### src/rtl/utm_pkg.sv
package utm_pkg;
  localparam int ADDR_W = 2;
  localparam int DATA_W = 5;
  localparam int CODE_W = 4;
  localparam int PAT_W  = 3;

  localparam logic [ADDR_W-1:0] ADDR_CTRL = 2'd0;
  localparam logic [ADDR_W-1:0] ADDR_SEL  = 2'd1;
  localparam logic [ADDR_W-1:0] ADDR_STAT = 2'd2;

  localparam logic [CODE_W-1:0] CODE_NORMAL = 4'b0000;
  localparam logic [CODE_W-1:0] CODE_J      = 4'b1001;
  localparam logic [CODE_W-1:0] CODE_K      = 4'b1010;
  localparam logic [CODE_W-1:0] CODE_SE0NAK = 4'b1011;
  localparam logic [CODE_W-1:0] CODE_PACKET = 4'b1100;
  localparam logic [CODE_W-1:0] CODE_FORCE  = 4'b1101;

  typedef enum logic [PAT_W-1:0] {
    PAT_NONE   = 3'd0,
    PAT_J      = 3'd1,
    PAT_K      = 3'd2,
    PAT_SE0    = 3'd3,
    PAT_PACKET = 3'd4
  } pat_e;

  // first member is the MSB: clkEn sits in bit 0
  typedef struct packed {
    logic portAct;
    logic modEn;
    logic pullEn;
    logic hostSel;
    logic clkEn;
  } ctrl_t;

  typedef struct packed {
    logic ctrlWr;
    logic selWr;
    logic lockNow;
  } strobe_t;
endpackage

### src/rtl/utm_seq.sv
module utm_seq
  import utm_pkg::*;
#(
  parameter int NUM_PIPES = 10
) (
  input  logic              clk,
  input  logic              rstN,
  input  logic              wrEn,
  input  logic [ADDR_W-1:0] wrAddr,
  input  logic [DATA_W-1:0] wrData,
  input  logic [NUM_PIPES-1:0] pipeNak,
  input  ctrl_t             ctrlQ,
  input  logic [CODE_W-1:0] selQ,
  output strobe_t           strb,
  output logic              locked,
  output logic              violation
);
  logic ctrlHit, selHit, statHit;
  ctrl_t nv;
  logic hostReady, portOk, selOrderOk, allNak;
  logic riseHost, risePull, riseMod, risePort;
  logic ctrlBad, selBad;
  logic selWritten, rearmed;

  always_comb begin
    ctrlHit   = wrEn && (wrAddr == ADDR_CTRL);
    selHit    = wrEn && (wrAddr == ADDR_SEL);
    statHit   = wrEn && (wrAddr == ADDR_STAT);
    nv        = ctrl_t'(wrData);
    allNak    = &pipeNak;
    hostReady = ctrlQ.clkEn && ctrlQ.hostSel && ctrlQ.pullEn;

    riseHost  = nv.hostSel && !ctrlQ.hostSel;
    risePull  = nv.pullEn  && !ctrlQ.pullEn;
    riseMod   = nv.modEn   && !ctrlQ.modEn;
    risePort  = nv.portAct && !ctrlQ.portAct;

    portOk    = hostReady && ctrlQ.modEn &&
                (selWritten || (!locked && (selQ == CODE_NORMAL)));
    selOrderOk = hostReady && ctrlQ.modEn && !ctrlQ.portAct &&
                 (!locked || rearmed);

    ctrlBad = ctrlHit && (
                ((riseHost || risePull) && !ctrlQ.clkEn) ||
                (riseMod && (!hostReady || ctrlQ.portAct)) ||
                (risePort && !portOk));
    selBad  = selHit && (!selOrderOk || !allNak);

    strb.ctrlWr  = ctrlHit;
    strb.selWr   = selHit && ctrlQ.hostSel && ctrlQ.pullEn;
    strb.lockNow = ctrlHit && risePort && !ctrlBad && (selQ != CODE_NORMAL);
  end

  always_ff @(posedge clk or negedge rstN) begin
    if (!rstN) begin
      selWritten <= 1'b0;
      rearmed    <= 1'b0;
      locked     <= 1'b0;
      violation  <= 1'b0;
    end else begin
      if (ctrlHit && !nv.modEn)
        selWritten <= 1'b0;
      else if (strb.selWr)
        selWritten <= 1'b1;

      if (strb.lockNow)
        rearmed <= 1'b0;
      else if (ctrlHit && locked && riseMod && !ctrlQ.portAct)
        rearmed <= 1'b1;

      if (strb.lockNow)
        locked <= 1'b1;

      if (ctrlBad || selBad)
        violation <= 1'b1;
      else if (statHit && wrData[0])
        violation <= 1'b0;
    end
  end
endmodule

### src/rtl/utm_datapath.sv
module utm_datapath
  import utm_pkg::*;
(
  input  logic              clk,
  input  logic              rstN,
  input  strobe_t           strb,
  input  logic [DATA_W-1:0] wrData,
  input  logic              locked,
  input  logic              hsDisconnect,
  output ctrl_t             ctrlQ,
  output logic [CODE_W-1:0] selQ,
  output logic [CODE_W-1:0] lockedCode,
  output logic [PAT_W-1:0]  patSel,
  output logic              hsTermEn,
  output logic              sofEn,
  output logic              discAct
);
  pat_e pat;
  logic codeValid, isForce, portLive;

  always_ff @(posedge clk or negedge rstN) begin
    if (!rstN) begin
      ctrlQ      <= '0;
      selQ       <= CODE_NORMAL;
      lockedCode <= CODE_NORMAL;
    end else begin
      if (strb.ctrlWr)  ctrlQ      <= ctrl_t'(wrData);
      if (strb.selWr)   selQ       <= wrData[CODE_W-1:0];
      if (strb.lockNow) lockedCode <= selQ;
    end
  end

  always_comb begin
    pat       = PAT_NONE;
    codeValid = 1'b1;
    isForce   = 1'b0;
    case (lockedCode)
      CODE_J:      pat = PAT_J;
      CODE_K:      pat = PAT_K;
      CODE_SE0NAK: pat = PAT_SE0;
      CODE_PACKET: pat = PAT_PACKET;
      CODE_FORCE:  isForce = 1'b1;
      default:     codeValid = 1'b0;
    endcase

    portLive = ctrlQ.pullEn && ctrlQ.portAct;
    patSel   = (locked && portLive) ? PAT_W'(pat) : PAT_W'(PAT_NONE);
    hsTermEn = locked && portLive && codeValid;
    if (locked)
      sofEn = isForce && portLive;
    else
      sofEn = ctrlQ.clkEn && ctrlQ.hostSel && ctrlQ.modEn && ctrlQ.portAct;
    discAct  = hsDisconnect && ctrlQ.hostSel && !(locked && isForce);
  end
endmodule

### src/rtl/usb_test_mode_ctrl.sv
module usb_test_mode_ctrl
  import utm_pkg::*;
#(
  parameter int NUM_PIPES = 10
) (
  input  logic                 clk,
  input  logic                 rstN,
  input  logic                 wrEn,
  input  logic [ADDR_W-1:0]    wrAddr,
  input  logic [DATA_W-1:0]    wrData,
  input  logic [NUM_PIPES-1:0] pipeNak,
  input  logic                 hsDisconnect,
  output logic [PAT_W-1:0]     patSel,
  output logic                 hsTermEn,
  output logic                 sofEn,
  output logic                 discAct,
  output logic                 violation
);
  strobe_t strb;
  ctrl_t ctrlQ;
  logic [CODE_W-1:0] selQ, lockedCode;
  logic locked;

  utm_seq #(.NUM_PIPES(NUM_PIPES)) uSeq (
    .clk(clk), .rstN(rstN), .wrEn(wrEn), .wrAddr(wrAddr), .wrData(wrData),
    .pipeNak(pipeNak), .ctrlQ(ctrlQ), .selQ(selQ), .strb(strb),
    .locked(locked), .violation(violation)
  );

  utm_datapath uDp (
    .clk(clk), .rstN(rstN), .strb(strb), .wrData(wrData), .locked(locked),
    .hsDisconnect(hsDisconnect), .ctrlQ(ctrlQ), .selQ(selQ),
    .lockedCode(lockedCode), .patSel(patSel), .hsTermEn(hsTermEn),
    .sofEn(sofEn), .discAct(discAct)
  );
endmodule

### config.mk
export PLATFORM = sky130hd
export DESIGN_NAME = usb_test_mode_ctrl
export DESIGN_NICKNAME = d
export VERILOG_FILES = /design/src/rtl/utm_pkg.sv /design/src/rtl/utm_seq.sv /design/src/rtl/utm_datapath.sv /design/src/rtl/usb_test_mode_ctrl.sv
export SDC_FILE = /design/constraint.sdc
export NUM_CORES = 1
export LEC_CHECK = 0
export BUFFER_PORTS_ARGS = -buffer_cell sky130_fd_sc_hd__buf_2
export CAP_MARGIN = 20
export CORE_MARGIN = 1
export CORE_UTILIZATION = 44
export CTS_CLUSTER_DIAMETER = 60
export DETAILED_ROUTE_END_ITERATION = 10
export PLACE_DENSITY = 0.82
export SYNTH_ARGS = -nofsm -noshare
export SYNTH_HDL_FRONTEND = slang
export SYNTH_SLANG_ARGS = --single-unit
### constraint.sdc
create_clock -name clk -period 1.7 [get_ports clk]
set_input_delay 0.34 -clock clk [delete_from_list [all_inputs] [get_ports clk]]
set_output_delay 0.34 -clock clk [all_outputs]
set_load 0.005 [all_outputs]
==> run summary <==
Result of the run: finished, final reports clean
Half-perimeter wire length after detailed placement: 1540 microns
All-layer global routing usage: 0.210
H-tree levels: 1
Max-cap viol count: 0
TritonCTS Buffers: 3
CTS max path bufs: 2
Final design instance area without fill: 0.00120 sq mm
Via count of the first global-routing pass: 752
Number of antenna violations at the first check in global routing: 0
Avg WL per Cell: 14.5 microns
Die Width: 46.7 microns
Top cells by area, synth: sky130_fd_sc_hd__dfrtp_1 48%, sky130_fd_sc_hd__mux2_2 14%, sky130_fd_sc_hd__nand4_1 5.0%
Synth top cells by count: 17 x sky130_fd_sc_hd__dfrtp_1, 11 x sky130_fd_sc_hd__mux2_2, 7 x sky130_fd_sc_hd__nand2_1, 7 x sky130_fd_sc_hd__nand4_1, 4 x sky130_fd_sc_hd__inv_1
Worst-case headroom to the max-slew limit: 0.744
DRT Pass-1 Iters: 4
Count of buffers from port buffering: 27
Area Growth Syn to Fin: 36.0%
Number of placed instances, taps included: 139
Slew at the pin with the worst max-slew slack: 0.384 ns
Post-synthesis average cell area: 10.9 sq um
Category of the critical setup timing path: register to output port
CP endpoint kind: output port
Mapped cell area: 880 sq um
Average via count per standard cell: 5.66
Reg power frac: 0.521
Number of failing setup endpoints in the final timing report: 0
Worst hold path type: input port to register
Power dissipated by switching net loads: 310 uW
Core Footprint: 0.00180 sq mm
Dominant register cell in the synthesized netlist: sky130_fd_sc_hd__dfrtp_1
Number of nets at the end of the flow: 145
Count of placed standard cells in the final layout, fillers left out: 148
Int Pwr: 734 uW
Final core utilization: 0.664
Top cell type's share of synthesized area: 0.484
Async set or reset register ratio after synthesis: 1.00
Num rows: 15
Switching share of power: 0.297
Largest area contributor in the netlist: sky130_fd_sc_hd__dfrtp_1
Pin count of the biggest net entering global routing: 18
Sequential share of the synthesized area: 0.484
CTS tree: built
Max rail drop VDD: 0.669 mV
Number of register bits inferred by synthesis: 17
Wire length of the first global-routing pass: 3170 microns
Latest clock arrival within the worst-skew pair: 0.29 ns
Final period demand of the worst path: 1.67 ns
Number of design-rule violations left by the first detailed-router iteration: 20
Number of nets in the synthesized netlist: 102
Instance count of the mapped netlist: 81
Drt total wl: 2140 microns
Effective utilization at floorplan: 0.488
Filler instances: 154
Highest attainable clock frequency: 599 MHz
Number of vias after detailed routing: 838
Critical path peak fanout: 5
Data arrival time of the critical path: 1.33 ns
Pwr per Cell Area: 873 mW/mm^2
Element type at the critical path start: register
Count of pins over their slew limit: 0
Fraction of final layout cells with drive strength greater than 1: 0.545
Antenna-violating nets left: 0
Total number of clock tree sinks: 17
Leakage component of the power: 0.571 nW
Final Hold Slack: 0.260 ns
Vertical die dimension: 46.7 microns
Ports: 28
Yosys Warn Count: 0
Number of inserted diodes: 0
Clock network fraction of total power: 0.205
Clock slew at reported path FFs: 0.10 ns
Data required time of the critical path: 1.36 ns
Number of hold-slack violations in the final timing report: 0
Area post-placement: 0.00109 sq mm
Unrepaired setup endpoints after global routing: true
Die footprint: 0.00218 sq mm
Number of enable-type register cells in the synthesized netlist: 0
Logic pwr share: 0.274
RePlAce Congestion: 0.825
Synth unique cells: 30
DRC errors left: 0
Most common cell in the netlist: sky130_fd_sc_hd__dfrtp_1
Final Cycle Share: 0.983
Clock root buffer: sky130_fd_sc_hd__clkbuf_4
Max Clock Skew: 0.00532 ns
Remaining global-route overflow: 0
==> critical path, stage by stage, from the launching register on <==
cell and delay [ns]:
sky130_fd_sc_hd__dfrtp_1 0.43, sky130_fd_sc_hd__nand4_1 0.22, sky130_fd_sc_hd__nor3b_2 0.25, sky130_fd_sc_hd__buf_2 0.14
==> cells in the final DEF, fill, tap and decap left out, types with 3 or more instances in the layout <==
cell and instances:
sky130_fd_sc_hd__buf_2 27, sky130_fd_sc_hd__mux2_2 11, sky130_fd_sc_hd__buf_4 10, sky130_fd_sc_hd__inv_1 4, sky130_fd_sc_hd__o21ai_0 3, sky130_fd_sc_hd__clkbuf_4 3, sky130_fd_sc_hd__nand2_1 7, sky130_fd_sc_hd__nor3_1 3
sky130_fd_sc_hd__dfrtp_1 15, sky130_fd_sc_hd__nand4_1 7
==> flip-flops by register name, indices dropped and copies added, names as in the netlist <==
register,flops
uSeq.rearmed,1
uDp.selQ,4
uDp.lockedCode,4
uSeq.violation,1
uSeq.selWritten,1
uSeq.locked,1
uDp.ctrlQ,5
==> logic make-up (layout without fill, tap and decap cells) <==
kind of cell / after synthesis / count (layout) / share of synthesized area
simple gates: 36 / 36 / 0.263
flops: 17 / 17 / 0.484
compound gates: 12 / 12 / 0.0896
mux: 11 / 11 / 0.141
buf+inv: 5 / 47 / 0.0227
==> cell type report <==
type | instances | area [sq um] | area share
multi-input combinational | 59 | 464 | 0.388
inverter | 4 | 15.0 | 0.0126
sequential | 17 | 428 | 0.358
clock buffer | 4 | 26.3 | 0.0220
tap | 25 | 31.3 | 0.0262
timing repair buffer | 39 | 231 | 0.194
==> path summary, 6_finish.rpt <==
kind	start	end	slack, ns	cells after the start
max	uDp.ctrlQ[4]	patSel[1]	0.03	3
min	wrData[4]	uDp.ctrlQ[4]	0.26	3
max reg2reg	uDp.selQ[1]	uSeq.violation	0.04	5
min reg2reg	uSeq.violation	uSeq.violation	0.49	2
max in group asynchronous	rstN	uDp.ctrlQ[2]	0.91	2
min in group asynchronous	rstN	uDp.ctrlQ[4]	0.49	2
==> stage by stage <==
step	setup WS, ns	total power [mW]	setup TNS [ns]
2_1_floorplan	0.0449	0.681	0
3_3_place_gp	-0.0476	0.795	-0.0476
3_5_place_dp	-0.0533	0.811	-0.0995
4_1_cts	0.0332	1.04	0
5_1_grt	-0.0260	1.10	-0.0564
6_report	0.0297	1.04	0
==> power by group through the flow <==
stage,registers [mW],logic (mW),clock network (mW)
floorplan,0.537,0.144,0
global placement,0.544,0.251,0
detailed placement,0.549,0.262,0
CTS,0.541,0.270,0.225
global route,0.554,0.316,0.228
finish,0.544,0.286,0.214
==> metal layers <==
metal,vias to the layer above,wire length (microns),track usage
met3,2,110,0.0235
li1,385,-,-
met2,37,1090,0.356
met1,414,930,0.272
met4,0,13,0.0857
met5,-,0,0
==> repair_timing <==
action | 4_1_cts | 5_1_grt
cloned | 0 | 0
setup buffers | 1 | 3
hold endpoints to repair | 17 | 0
hold buffers | 1 | 0
pin swaps | 2 | 3
gates resized for setup | 1 | 7
endpoints found under the setup margin | 2 | 4
No activity file was read; power rests on OpenSTA's default activity.
